==> src/rtl/idle_pkg.sv <==
package idle_pkg;

    localparam int DEPTH_W   = 3;
    localparam int HIST_W    = 2;
    localparam int HIST_GATE = 2;

    typedef enum logic [DEPTH_W-1:0] {
        D_RUN      = 3'd0,
        D_HALT     = 3'd1,
        D_HALT_LOW = 3'd2,
        D_OFF      = 3'd3,
        D_OFF_MOD  = 3'd4,
        D_SHRINK   = 3'd5,
        D_DEEPEST  = 3'd6
    } depth_e;

    typedef enum logic [1:0] {
        M_ACTIVE = 2'd0,
        M_IDLE   = 2'd1,
        M_DEEP   = 2'd2
    } mod_e;

    function automatic logic is_deep(input logic [DEPTH_W-1:0] d);
        return d >= DEPTH_W'(D_OFF);
    endfunction

    function automatic logic [HIST_W-1:0] hist_step(input logic [HIST_W-1:0] h,
                                                    input logic up);
        if (up)
            return (h == '1) ? h : h + 1'b1;
        else
            return (h == '0) ? h : h - 1'b1;
    endfunction

endpackage

==> src/rtl/idle_resid.sv <==
module idle_resid
    import idle_pkg::*;
#(
    parameter int RES_W = 8
) (
    input  logic              clk,
    input  logic              rst,
    input  logic              start,
    input  logic              sleeping,
    input  logic              wake,
    input  logic [RES_W-1:0]  thresh,
    output logic [HIST_W-1:0] hist
);
    localparam logic [RES_W-1:0] RES_MAX = '1;

    logic [RES_W-1:0] res;

    always_ff @(posedge clk) begin
        if (rst) begin
            res  <= '0;
            hist <= '0;
        end else begin
            if (start)
                res <= '0;
            else if (sleeping && !wake && res != RES_MAX)
                res <= res + 1'b1;
            if (wake)
                hist <= hist_step(hist, res >= thresh);
        end
    end

    // once at the top, the count holds there while the sleep goes on
    a_r10_res_saturates: assert property (@(posedge clk) disable iff (rst)
        (sleeping && !start && !wake && res == RES_MAX) |=> res == RES_MAX);

    // a long sleep raises a non-saturated history by exactly one
    a_r7_long_raises: assert property (@(posedge clk) disable iff (rst)
        (wake && res >= thresh && hist != '1) |=> hist == $past(hist) + 1'b1);

endmodule

==> src/rtl/idle_core.sv <==
module idle_core
    import idle_pkg::*;
#(
    parameter int RES_W = 8
) (
    input  logic               clk,
    input  logic               rst,
    input  logic               demote_en,
    input  logic [RES_W-1:0]   thresh,
    input  logic               req_valid,
    input  logic [DEPTH_W-1:0] req_depth,
    input  logic               irq,
    output logic               grant_valid,
    output logic [DEPTH_W-1:0] grant_depth,
    output logic [DEPTH_W-1:0] state
);
    depth_e            cur;
    depth_e            want;
    depth_e            pick;
    logic              running;
    logic              accept;
    logic              demote;
    logic              start;
    logic              wake;
    logic [HIST_W-1:0] hist;

    always_comb begin
        running = (cur == D_RUN);
        accept  = req_valid && running;
        want    = depth_e'(req_depth);
        demote  = demote_en && is_deep(req_depth) && (hist < HIST_W'(HIST_GATE));
        if (irq)
            pick = D_RUN;
        else if (demote)
            pick = D_HALT;
        else
            pick = want;
        start = accept && (pick != D_RUN);
        wake  = irq && !running;
    end

    always_ff @(posedge clk) begin
        if (rst) begin
            cur         <= D_RUN;
            grant_valid <= 1'b0;
            grant_depth <= '0;
        end else begin
            grant_valid <= accept;
            if (accept) begin
                grant_depth <= pick;
                cur         <= pick;
            end else if (irq) begin
                cur <= D_RUN;
            end
        end
    end

    assign state = cur;

    idle_resid #(.RES_W(RES_W)) u_resid (
        .clk      (clk),
        .rst      (rst),
        .start    (start),
        .sleeping (!running),
        .wake     (wake),
        .thresh   (thresh),
        .hist     (hist)
    );

    a_r3_irq_wakes: assert property (@(posedge clk) disable iff (rst)
        irq |=> state == DEPTH_W'(D_RUN));

    a_r4_collision_runs: assert property (@(posedge clk) disable iff (rst)
        (req_valid && running && irq) |=> (grant_valid && grant_depth == DEPTH_W'(D_RUN)));

    a_r5_busy_ignored: assert property (@(posedge clk) disable iff (rst)
        (req_valid && !running && !irq) |=> (!grant_valid && $stable(state)));

    a_r6_deep_needs_history: assert property (@(posedge clk) disable iff (rst)
        (grant_valid && is_deep(grant_depth)) |-> $past(!demote_en || hist >= HIST_W'(HIST_GATE)));

endmodule

==> src/rtl/idle_merge.sv <==
module idle_merge
    import idle_pkg::*;
#(
    parameter int NCORES = 4
) (
    input  logic [NCORES*DEPTH_W-1:0] states,
    output mod_e                      mod
);
    logic [NCORES-1:0] run_v;
    logic [NCORES-1:0] deep_v;

    for (genvar i = 0; i < NCORES; i++) begin : g_flag
        assign run_v[i]  = (states[i*DEPTH_W +: DEPTH_W] == DEPTH_W'(D_RUN));
        assign deep_v[i] = is_deep(states[i*DEPTH_W +: DEPTH_W]);
    end

    always_comb begin
        if (|run_v)
            mod = M_ACTIVE;
        else if (&deep_v)
            mod = M_DEEP;
        else
            mod = M_IDLE;
    end

endmodule

==> src/rtl/idle_ctl.sv <==
module idle_ctl
    import idle_pkg::*;
#(
    parameter int NCORES = 4,
    parameter int RES_W  = 8
) (
    input  logic                        clk,
    input  logic                        rst,
    input  logic                        demote_en,
    input  logic [RES_W-1:0]            res_thresh,
    input  logic [NCORES-1:0]           req_valid,
    input  logic [NCORES*DEPTH_W-1:0]   req_depth,
    input  logic [NCORES-1:0]           irq,
    output logic [NCORES-1:0]           grant_valid,
    output logic [NCORES*DEPTH_W-1:0]   grant_depth,
    output logic [NCORES*DEPTH_W-1:0]   core_state,
    output logic [1:0]                  mod_state
);
    mod_e merged;

    for (genvar c = 0; c < NCORES; c++) begin : g_core
        idle_core #(.RES_W(RES_W)) u_core (
            .clk         (clk),
            .rst         (rst),
            .demote_en   (demote_en),
            .thresh      (res_thresh),
            .req_valid   (req_valid[c]),
            .req_depth   (req_depth[c*DEPTH_W +: DEPTH_W]),
            .irq         (irq[c]),
            .grant_valid (grant_valid[c]),
            .grant_depth (grant_depth[c*DEPTH_W +: DEPTH_W]),
            .state       (core_state[c*DEPTH_W +: DEPTH_W])
        );
    end

    idle_merge #(.NCORES(NCORES)) u_merge (
        .states (core_state),
        .mod    (merged)
    );

    assign mod_state = merged;

    // interrupting every core leaves the module active on the next cycle
    a_r9_all_irq_active: assert property (@(posedge clk) disable iff (rst)
        (&irq) |=> mod_state == 2'(M_ACTIVE));

endmodule

==> config.mk <==
export PLATFORM = sky130hd
export DESIGN_NAME = idle_ctl
export DESIGN_NICKNAME = d
export VERILOG_FILES = /design/src/rtl/idle_pkg.sv /design/src/rtl/idle_resid.sv /design/src/rtl/idle_core.sv /design/src/rtl/idle_merge.sv /design/src/rtl/idle_ctl.sv
export SDC_FILE = /design/constraint.sdc
export NUM_CORES = 1
export LEC_CHECK = 0
export BUFFER_PORTS_ARGS = -buffer_cell sky130_fd_sc_hd__buf_4
export CAP_MARGIN = 20
export CORE_MARGIN = 2
export CORE_UTILIZATION = 30
export CTS_BUF_LIST = sky130_fd_sc_hd__clkbuf_4
export DETAILED_ROUTE_END_ITERATION = 8
export PLACE_DENSITY = 0.53
export SYNTH_ARGS = -nofsm -noshare
export SYNTH_HDL_FRONTEND = slang
export SYNTH_SLANG_ARGS = --single-unit
==> constraint.sdc <==
create_clock -name clk -period 4 [get_ports clk]
set_input_delay 0.6 -clock clk [delete_from_list [all_inputs] [get_ports clk]]
set_output_delay 0.6 -clock clk [all_outputs]
set_load 0.05 [all_outputs]
# Word level (Yosys, flattened, before mapping)
# Index checks and enable logic that the tools add are counted.
totals:
  regBits: 68
  latch_bits: 0
  ram_bits: 0
  rom_bits: 0
  input_bits: 31
  out_inout_bits: 30
  wordCells: 156
  mem_count: 0
op_classes:
  add_sub_neg: 12
  n_mul: 0
  n_div: 0
  n_lt_le_gt_ge: 16
  eq_ne: 16
  shifts: 0
  n_mux: 30
  bitwise: 0
  n_reduce_logical: 62
ops:
  columns: ["operator", "n"]
  rows:
  - ["3-bit 2-to-1 mux", 16]
  - ["8-bit by 1-bit adder with 8-bit output, second input constant", 4]
  - ["8-bit >= comparator", 4]
  - ["8-bit != test, second input constant", 4]
  - ["1-bit logical AND", 28]
  - ["2-bit 2-to-1 mux", 14]
  - ["3-bit by 2-bit >= comparator with 1-bit output, second input constant", 8]
  - ["2-bit != test, second input constant", 8]
  - ["3-bit zero test", 4]
  - ["3-bit AND reduction", 4]
  - ["3-bit nonzero test", 4]
  - ["2-bit by 1-bit adder with 2-bit output, second input constant", 4]
  - ["2-bit == test, second input constant", 4]
  - ["1-bit zero test", 8]
  - ["2-bit zero test", 4]
  - ["2-bit less-than comparator, second input constant", 4]
  - ["2-bit nonzero test", 4]
  - ["2-bit OR reduction", 4]
  - ["2-bit by 1-bit subtractor with 2-bit output, second input constant", 4]
  - ["4-bit AND reduction", 1]
  - ["4-bit OR reduction", 1]

# Longest topological paths before layout
# Gate-level depths: netlist of run 1.
depth:
  depth_word: 8
  ltp_mapped: 6
  mapped_depth_nobuf: 6

# Modules after synthesis
# A second synthesis of run 1 with hierarchy kept.
unflattened:
  cells_unflattened: 474
  area_unflattened_um2: 4011.3
by_module_without_submodules:
  columns: ["mod", "instances", "cells_per_inst", "area_per_inst_um2", "seq_area_each_um2"]
  rows:
  - ["idle_resid", 4, 82, 680.7, 200.2]
  - ["idle_core", 4, 34, 304.0, 140.1]
  - ["idle_merge", 1, 10, 72.6, 0.0]

# Least setup slack after synthesis of run 1
# No wires, ideal clock.
synth_timing:
  path_type: "register -> output"
  from: "reg g_core[1].u_core.cur[1]"
  to: "out mod_state[0]"
  t_arrival_ns: 3.152
  required_time_ns: 3.400
  path_slack_ns: 0.248
  stages_incl_launch_ff: 4
  n_path_buf: 0
  cell_sequence: "dfxtp_1 -> a21oi_1 -> nor4_1 -> nor2_1"
synth_via:
  elab_chain_cells: 4
  elab_cells_between_ends: 6
  classes_between: "order compare: 1; mux: 2; reduce/logical: 3"
synth_lines:
  columns: ["item", "line_no", "rtl"]
  rows:
  - ["start: declaration", "idle_core.sv:17", "depth_e cur;"]
  - ["start signal: assignment", "idle_core.sv:51", "cur <= pick;"]
  - ["3-bit by 2-bit >= comparator with 1-bit output", "idle_pkg.sv:24", "return d >= DEPTH_W'(D_OFF);"]
  - ["4-bit AND reduction", "idle_merge.sv:20", "else if (&deep_v)"]
  - ["2-bit 2-to-1 mux", "idle_merge.sv:20", null]
  - ["2-bit 2-to-1 mux (*)", "idle_merge.sv:18", "if (|run_v)"]
  - ["end: declaration", "idle_ctl.sv:17", "output logic [1:0] mod_state"]
# Mark *: on every way between the ends. The rest lies on a longest branch, timed or not.

# Final worst setup path of run 1
layout_timing:
  from: "reg g_core[3].u_core.cur[0]"
  to: "out mod_state[0]"
layout_via:
  elab_chain_cells: 4
  elab_cells_between_ends: 6
  classes_between: "order compare: 1; mux: 2; reduce/logical: 3"
layout_lines:
  columns: ["item", "line_no"]
  rows:
  - ["start: declaration", "idle_core.sv:17"]
  - ["start signal: assignment", "idle_core.sv:51"]
  - ["3-bit by 2-bit >= comparator with 1-bit output", "idle_pkg.sv:24"]
  - ["4-bit AND reduction", "idle_merge.sv:20"]
  - ["2-bit 2-to-1 mux", "idle_merge.sv:20"]
  - ["2-bit 2-to-1 mux (*)", "idle_merge.sv:18"]
# Marks and branches as above.

==> key figures, run 1 <==
Outcome
  – Result of the run: finished, final reports clean

Yosys
  – Cell taking the most area after synthesis: sky130_fd_sc_hd__dfxtp_1
  – Post-synthesis instance area: 3970 µm²
  – Share of the synthesized area in the top cell type: 34.3%
  – Number of instances in the synthesized netlist: 477
  – Share of synthesized flip-flops with an asynchronous set or reset: 0%
  – Mean area per synthesized cell: 8.32 µm²
  – Top post-synthesis cells by area: sky130_fd_sc_hd__dfxtp_1, sky130_fd_sc_hd__ha_1, sky130_fd_sc_hd__a21oi_1, sky130_fd_sc_hd__nor2_1, sky130_fd_sc_hd__inv_1
  – Number of flops mapped to enable cells by yosys: 0
  – Primary FF master, synth: sky130_fd_sc_hd__dfxtp_1
  – Seq/Total Area, Yosys: 34.3%
  – Count of unique library cells instantiated by Yosys: 51
  – Total of warnings raised by yosys: 0
  – Flops & latches, synth: 68
  – Synth Net Count: 544

Die
  – Width of the die: 119 µm
  – Die boundary height: 119 µm
  – Number of top-level pins: 61
  – Standard-cell row count: 42
  – Std-Cell Core Area: 13,100 µm²
  – Total Die Area: 14,200 µm²
  – Initial standard-cell utilization of the core: 30.3%

Placement
  – # port buffers: 60
  – Setup Slack @ Placement: 1.83 ns
  – Cell total after placement: 700
  – HPWL reported at the end of detailed placement: 8.24 mm
  – Last weighted congestion value of the routability-driven placer: 0.826

Drt
  – Number of nets with antenna violations after detailed routing: 0
  – Number of detailed-route iterations in the first pass: 4
  – Via total after detailed routing: 3,837
  – Total length of routed wires: 11.1 mm
  – Post-DR vias/cell: 5.35
  – Drt initial violations: 234
  – Total DRC errors in the routed layout: 0
  – Routed length per placed instance: 15.4 µm

Power and ir drop
  – Maximum vdd drop: 96.5 µV
  – Static leakage power: 1.79 nW
  – Power per cell area: 302 nW/µm²

Setup path
  – Critical R2R Launch: g_core[2].u_core.state[0]
  – Setup Crit Path Kind: reg2out
  – Maximum fanout encountered on the critical timing path: 8
  – R2R depth: 4
  – Signal arrival time at the worst endpoint: 2.03 ns
  – R2r endpoint: g_core[2].u_core.u_resid.res[5]
  – Minimum setup slack among reg-to-reg paths: 2.02 ns
  – Type of destination of the critical path: primary output
  – CP Data Required Time: 3.40 ns
  – Kind of start point of the critical path: register

Finish
  – Share of post-route cells with drive strength above 1: 14.8%
  – Commonest cells after routing, fill and taps aside: sky130_fd_sc_hd__dfxtp_1, sky130_fd_sc_hd__buf_4, sky130_fd_sc_hd__nor2_1
  – Area overhead of the layout relative to synthesis: 19.1%
  – Final cell count without fillers: 717
  – Final-stage net count: 602
  – Leading cell type in the layout, fill and taps excluded: sky130_fd_sc_hd__dfxtp_1
  – Utilization of the core after routing: 36.1%

Global route
  – Largest net degree at the start of global routing: 41
  – Leftover overflow at the end of global routing: 0
  – Number of antenna violations at the first check in global routing: 1
  – Vias in the first global route: 3,700
  – Total routing usage reported by global routing: 16.3%
  – First-pass GRT wire length: 18.6 mm

Clock tree
  – Number of buffers inserted by post-CTS setup repair: 0
  – Buffer type at the clock tree root: sky130_fd_sc_hd__clkbuf_4
  – Max Buffers Root-to-Sink: 2
  – Clock-pin transition on the worst setup and hold timing paths: 0.11 ns
  – Maximum level of the CTS H-tree: 3
  – Clock tree from TritonCTS: yes
  – CTS sink cnt: 68
  – CTS Hold Buffers Added: 0
  – Number of gates resized after cts: 0
  – Clock insertion delay at the later pin of the skew report: 0.42 ns
  – TritonCTS Buffers: 9

STA
  – Hold slack final: 0.403 ns
  – Final Hold Vio Count: 0
  – Setup repair after global routing missed its margin: no
  – Final cycle utilization of the critical path: 65.8%
  – Total negative slack for setup checks: 0 ns
  – Number of slew-limit violations in the final report: 0
  – Setup slack of the critical path after layout: 1.37 ns
  – Relative slew slack: 40.7%
  – Clock Skews: 0.0120 ns
  – Top achievable clock speed: 0.380 GHz
  – Minimum period implied by the final worst setup slack: 2.63 ns
  – Measured slew at the worst slew-check pin: 0.882 ns
  – Setup Viol. Count Final: 0

Min path
  – Hold Path Origin: irq[0]
  – Worst hold stages: 2
  – Tightest Hold Check Type: in2reg
  – Worst hold endpoint: g_core[0].u_core.state[1]

Job
  – Number of max-capacitance violations reported: 0
==> registers in the layout, indices dropped and copies added (netlist names) <==
| register | flops |
|---|---|
| g_core.u_core.grant_valid | 4 |
| g_core.u_core.u_resid.res | 32 |
| g_core.u_core.state | 12 |
| g_core.u_core.grant_depth | 12 |
| g_core.u_core.u_resid.hist | 8 |
==> per-stage QoR <==
stage	power, mW	area [µm²]
after global routing	1.50	4730
final	1.43	4730
after CTS	1.45	4730
after global placement	0.939	4580
after floorplan	0.861	3970
after detailed placement	0.942	4580
==> how the worst max path moves through the flow <==
stage	from	endpoint	slack, ns	cells after the start
6_report	g_core[3].u_core.state[0]	mod_state[0]	1.37	4
3_3_place_gp	g_core[0].u_core.state[1]	mod_state[0]	1.86	4
4_1_cts	g_core[0].u_core.state[0]	mod_state[0]	1.35	4
2_1_floorplan	g_core[1].u_core.state[1]	mod_state[0]	0.25	3
3_5_place_dp	res_thresh[5]	g_core[2].u_core.u_resid.hist[0]	1.83	7
5_1_grt	g_core[3].u_core.state[0]	mod_state[0]	1.21	4
==> where the power goes <==
| group | internal, mW | switching (mW) | leakage, nW |
|---|---|---|---|
| Sequential | 0.691 | 0.0127 | 0.551 |
| Clock | 0.245 | 0.254 | 0.0822 |
| Combinational | 0.0757 | 0.148 | 1.15 |
==> cell type report <==
cell class | instances | area [µm²]
flip-flops and latches | 68 | 1360
inverters | 32 | 120
well taps | 176 | 220
fillers | 1374 | 8360
repair buffers | 60 | 450
clock inverters | 7 | 81.3
clock buffers | 9 | 67.6
multi-input cells | 364 | 2420
diodes | 1 | 2.50
==> cells by family after synthesis <==
group	count (synthesis)	synth area share (%)
XOR/XNOR	5	1.10
AND/OR/NAND/NOR	169	22.3
AO/OA/AOI/OAI	151	25.6
multiplexers	3	0.756
flip-flops	68	34.3
adder cells (fa/ha/maj)	36	11.3
buffers and inverters	45	4.63
==> synthesized netlist by cell type, types with 6 or more instances <==
cell type and n:
sky130_fd_sc_hd__a2111oi_0 6, sky130_fd_sc_hd__a211oi_1 12, sky130_fd_sc_hd__a21oi_1 39, sky130_fd_sc_hd__a22oi_1 9, sky130_fd_sc_hd__a31oi_1 10, sky130_fd_sc_hd__and3_1 8
sky130_fd_sc_hd__clkbuf_1 8, sky130_fd_sc_hd__dfxtp_1 68, sky130_fd_sc_hd__ha_1 36, sky130_fd_sc_hd__inv_1 32, sky130_fd_sc_hd__nand2_1 30, sky130_fd_sc_hd__nand3_1 19
sky130_fd_sc_hd__nor2_1 43, sky130_fd_sc_hd__nor3_1 14, sky130_fd_sc_hd__nor4_1 12, sky130_fd_sc_hd__o211ai_1 11, sky130_fd_sc_hd__o21ai_0 23, sky130_fd_sc_hd__o21bai_1 7
sky130_fd_sc_hd__or3_1 12
==> worst max-delay path: stages, from the launching register on <==
cell	delay, ns
sky130_fd_sc_hd__dfxtp_1	0.38
sky130_fd_sc_hd__nor3_1	0.75
sky130_fd_sc_hd__or4_1	0.21
sky130_fd_sc_hd__nor2_1	0.07
sky130_fd_sc_hd__buf_4	0.21
==> metal layers <==
metal	share of wire (%)	vias up	track usage (%)	wire, µm
met3	5.6	21	3.02	616
met5	0	-	0	0
li1	-	1942	-	-
met2	45	100	25.5	4930
met1	47	1774	21.8	5220
met4	2.7	0	7.66	296
No activity file was read; power rests on OpenSTA's default activity.
==> inputs of run 2 (changes only) <==
--- a/config.mk
+++ b/config.mk
@@ -5,13 +5,14 @@
 export SDC_FILE = /design/constraint.sdc
 export NUM_CORES = 1
 export LEC_CHECK = 0
+export ABC_AREA = 1
 export BUFFER_PORTS_ARGS = -buffer_cell sky130_fd_sc_hd__buf_4
 export CAP_MARGIN = 20
 export CORE_MARGIN = 2
 export CORE_UTILIZATION = 30
 export CTS_BUF_LIST = sky130_fd_sc_hd__clkbuf_4
 export DETAILED_ROUTE_END_ITERATION = 8
-export PLACE_DENSITY = 0.53
+export PLACE_DENSITY = 0.52
 export SYNTH_ARGS = -nofsm -noshare
 export SYNTH_HDL_FRONTEND = slang
 export SYNTH_SLANG_ARGS = --single-unit
==> constraint.sdc (replaced) <==
create_clock -name clk -period 2.6 [get_ports clk]
set_input_delay 0.39 -clock clk [delete_from_list [all_inputs] [get_ports clk]]
set_output_delay 0.39 -clock clk [all_outputs]
set_load 0.05 [all_outputs]
==> key figures, run 2 <==
Outcome
  – Result of the run: finished, final reports clean (unchanged)

Die
  – Total Die Area: 14,800 µm² (was 14,200 µm²)
  – Width of the die: 122 µm (was 119 µm)
  – Std-Cell Core Area: 13,400 µm² (was 13,100 µm²)
  – Die boundary height: 122 µm (was 119 µm)
  – Standard-cell row count: 42 (unchanged)
  – Initial standard-cell utilization of the core: 31.0% (was 30.3%)
  – Number of top-level pins: 61 (unchanged)

Drt
  – Number of nets with antenna violations after detailed routing: 0 (unchanged)
  – Via total after detailed routing: 3,830 (was 3,837)
  – Total DRC errors in the routed layout: 0 (unchanged)
  – Number of detailed-route iterations in the first pass: 4 (unchanged)
  – Routed length per placed instance: 12.2 µm (was 15.4 µm)
  – Drt initial violations: 204 (was 234)
  – Total length of routed wires: 10.3 mm (was 11.1 mm)
  – Post-DR vias/cell: 4.52 (was 5.35)

Global route
  – First-pass GRT wire length: 17.6 mm (was 18.6 mm)
  – Vias in the first global route: 3,666 (was 3,700)
  – Number of antenna violations at the first check in global routing: 0 (was 1)
  – Total routing usage reported by global routing: 15.0% (was 16.3%)
  – Leftover overflow at the end of global routing: 0 (unchanged)
  – Largest net degree at the start of global routing: 34 (was 41)

Yosys
  – Total of warnings raised by yosys: 0 (unchanged)
  – Synth Net Count: 670 (was 544)
  – Number of instances in the synthesized netlist: 603 (was 477)
  – Seq/Total Area, Yosys: 32.8% (was 34.3%)
  – Share of synthesized flip-flops with an asynchronous set or reset: 0% (unchanged)
  – Flops & latches, synth: 68 (unchanged)
  – Top post-synthesis cells by area: sky130_fd_sc_hd__dfxtp_1, sky130_fd_sc_hd__nand2_1, sky130_fd_sc_hd__ha_1, sky130_fd_sc_hd__a21oi_1, sky130_fd_sc_hd__inv_1 (was sky130_fd_sc_hd__dfxtp_1, sky130_fd_sc_hd__ha_1, sky130_fd_sc_hd__a21oi_1, sky130_fd_sc_hd__nor2_1, sky130_fd_sc_hd__inv_1)
  – Mean area per synthesized cell: 6.88 µm² (was 8.32 µm²)
  – Number of flops mapped to enable cells by yosys: 0 (unchanged)
  – Post-synthesis instance area: 4150 µm² (was 3970 µm²)
  – Most numerous cell in the Yosys netlist: sky130_fd_sc_hd__nand2_1 (was sky130_fd_sc_hd__dfxtp_1)
  – Cell taking the most area after synthesis: sky130_fd_sc_hd__dfxtp_1 (unchanged)
  – Most instantiated cells after synthesis: sky130_fd_sc_hd__nand2_1, sky130_fd_sc_hd__a21oi_1, sky130_fd_sc_hd__inv_1 (was sky130_fd_sc_hd__dfxtp_1, sky130_fd_sc_hd__nor2_1, sky130_fd_sc_hd__a21oi_1)
  – Primary FF master, synth: sky130_fd_sc_hd__dfxtp_1 (unchanged)
  – Count of unique library cells instantiated by Yosys: 29 (was 51)
  – Share of the synthesized area in the top cell type: 32.8% (was 34.3%)

STA
  – Top achievable clock speed: 0.522 GHz
  – Final Hold Vio Count: 0 (unchanged)
  – Minimum period implied by the final worst setup slack: 1.92 ns
  – Final cycle utilization of the critical path: 73.7%
  – Clock Skews: 0.0108 ns (was 0.0120 ns)
  – Total negative slack for setup checks: 0 ns (unchanged)
  – Setup Viol. Count Final: 0 (unchanged)
  – Relative slew slack: 64.9% (was 40.7%)
  – Setup slack of the critical path after layout: 0.684 ns (was 1.37 ns)
  – Setup repair after global routing missed its margin: no (unchanged)
  – Number of slew-limit violations in the final report: 0 (unchanged)
  – Measured slew at the worst slew-check pin: 0.526 ns (was 0.882 ns)

Clock tree
  – Max Buffers Root-to-Sink: 2 (unchanged)
  – Maximum level of the CTS H-tree: 3 (unchanged)
  – Clock insertion delay at the later pin of the skew report: 0.44 ns (was 0.42 ns)
  – Clock-pin transition on the worst setup and hold timing paths: 0.13 ns (was 0.11 ns)
  – Buffer type at the clock tree root: sky130_fd_sc_hd__clkbuf_4 (unchanged)
  – CTS Hold Buffers Added: 0 (unchanged)
  – Clock tree from TritonCTS: yes (unchanged)
  – Number of gates resized after cts: 0 (unchanged)
  – TritonCTS Buffers: 9 (unchanged)
  – Number of buffers inserted by post-CTS setup repair: 0 (unchanged)
  – CTS sink cnt: 68 (unchanged)

Finish
  – Commonest cells after routing, fill and taps aside: sky130_fd_sc_hd__nand2_1, sky130_fd_sc_hd__a21oi_1, sky130_fd_sc_hd__inv_1 (was sky130_fd_sc_hd__dfxtp_1, sky130_fd_sc_hd__buf_4, sky130_fd_sc_hd__nor2_1)
  – Final-stage net count: 733 (was 602)
  – Max reg flops: 32 (unchanged)
  – Final Cell Area: 4950 µm² (was 4730 µm²)
  – Leading cell type in the layout, fill and taps excluded: sky130_fd_sc_hd__nand2_1 (was sky130_fd_sc_hd__dfxtp_1)
  – Final cell count without fillers: 847 (was 717)
  – Antenna diode count: 0 (was 1)
  – Area overhead of the layout relative to synthesis: 19.3% (was 19.1%)
  – Share of post-route cells with drive strength above 1: 17.3% (was 14.8%)
  – Register with the most flip-flops: g_core.u_core.u_resid.res (unchanged)

Setup path
  – Cells along the critical path: a21oi_1 > nor4_4 > nor2_1 > buf_4 (was nor3_1 > or4_1 > nor2_1 > buf_4)
  – Top cell family by delay on the critical path: flip-flops (was simple AND/OR/NAND/NOR gates)
  – Buffer and inverter count on the worst path: 1 (unchanged)
  – Maximum fanout encountered on the critical timing path: 4 (was 8)
  – Signal arrival time at the worst endpoint: 1.53 ns (was 2.03 ns)
  – CP Data Required Time: 2.21 ns (was 3.40 ns)
  – Kind of start point of the critical path: register (unchanged)
  – Delay of the slowest cell on the worst path: 0.42 ns (was 0.75 ns)
  – Setup Crit Path Kind: reg2out (unchanged)
  – Type of destination of the critical path: primary output (unchanged)
  – Standard cell with the maximum stage delay on the critical path: sky130_fd_sc_hd__dfxtp_1 (was sky130_fd_sc_hd__nor3_1)

Placement
  – Setup Slack @ Placement: 0.953 ns (was 1.83 ns)
  – Placement-stage cell area: 4790 µm² (was 4580 µm²)
  – HPWL reported at the end of detailed placement: 7.89 mm (was 8.24 mm)
  – # port buffers: 60 (unchanged)
  – Cell total after placement: 831 (was 700)
  – Last weighted congestion value of the routability-driven placer: 0.813 (was 0.826)

Power and ir drop
  – Power per cell area: 459 nW/µm² (was 302 nW/µm²)
  – Static leakage power: 2.29 nW (was 1.79 nW)
  – Maximum vdd drop: 252 µV (was 96.5 µV)

Job
  – Number of max-capacitance violations reported: 0 (unchanged)

Min path
  – Tightest Hold Check Type: in2reg (unchanged)
==> run 2: changes by cell type in the layout (fill, tap and decap cells not counted), moves of 10 or more <==
cell,previous run,this run
sky130_fd_sc_hd__a211oi_1,12,0
sky130_fd_sc_hd__a21oi_1,39,83
sky130_fd_sc_hd__a31oi_1,10,0
sky130_fd_sc_hd__inv_1,32,70
sky130_fd_sc_hd__nand2_1,30,205
sky130_fd_sc_hd__nor2_1,43,33
sky130_fd_sc_hd__nor2_2,0,10
sky130_fd_sc_hd__nor3_1,14,1
sky130_fd_sc_hd__nor4_1,12,0
sky130_fd_sc_hd__o211ai_1,11,0
sky130_fd_sc_hd__o21ai_0,23,8
sky130_fd_sc_hd__or3_1,12,0
sky130_fd_sc_hd__xor2_1,0,13
==> run 2: metal layers <==
layer  GRT usage, %  part of all wire, %  vias to the layer above
met5              0                    0                        -
met4           6.39                  1.6                        0
met3           2.90                  4.6                       12
met2           23.2                   43                       77
met1           20.3                   51                     1695
li1               -                    -                     2046
==> run 2: worst register-to-register path, stage by stage, from the launching register on <==
cell and delay, ns:
sky130_fd_sc_hd__dfxtp_1 0.42, sky130_fd_sc_hd__ha_1 0.24, sky130_fd_sc_hd__nand3_1 0.11, sky130_fd_sc_hd__nor2_2 0.13, sky130_fd_sc_hd__nand2_1 0.10, sky130_fd_sc_hd__nand2_4 0.13, sky130_fd_sc_hd__inv_2 0.09, sky130_fd_sc_hd__nand2_1 0.09
sky130_fd_sc_hd__a21oi_1 0.06
==> run 2: final timing paths <==
path / start / endpoint / slack, ns / depth (start not counted)
worst min register to register: g_core[0].u_core.grant_depth[1] / g_core[0].u_core.grant_depth[1] / 0.48 / 2
worst min-delay path: req_valid[1] / g_core[1].u_core.grant_valid / 0.24 / 3
worst max-delay path: g_core[0].u_core.state[0] / mod_state[0] / 0.68 / 4
worst max register to register: g_core[2].u_core.u_resid.res[1] / g_core[2].u_core.u_resid.res[6] / 1.12 / 8
==> run 2: power by group <==
group	switching (mW)	internal, mW
registers	0.0206	1.07
clock network	0.428	0.384
logic	0.255	0.117
total	0.704	1.57
==> run 2: cells by family (layout without fill, tap and decap cells) <==
family	after synthesis	in the layout	share of synthesized area (%)
and+or+nand+nor	292	292	30.5
AOI/OAI and AO/OA	103	103	13.6
xor gates and xnor gates	19	19	4.01
DFF	68	68	32.8
buffers and inverters	85	153	8.20
adders and majority gates	36	36	10.8
==> run 2: through the flow <==
| stage | hold slack, ns | total power [mW] | util [%] |
|---|---|---|---|
| after floorplan | 0.474 | 1.36 | - |
| after global placement | 0.460 | 1.48 | 35.8 |
| after detailed placement | 0.462 | 1.49 | 35.8 |
| after CTS | 0.199 | 2.31 | 36.9 |
| after global routing | 0.230 | 2.39 | 36.9 |
| final | 0.236 | 2.27 | 36.9 |
==> run 2: cell type report <==
class / instances / area (µm²)
well taps: 176 / 220
inverters: 77 / 295
repair buffers: 60 / 450
clock buffers: 9 / 67.6
fillers: 1442 / 8450
flip-flops and latches: 68 / 1360
clock inverters: 7 / 91.3
multi-input cells: 450 / 2460
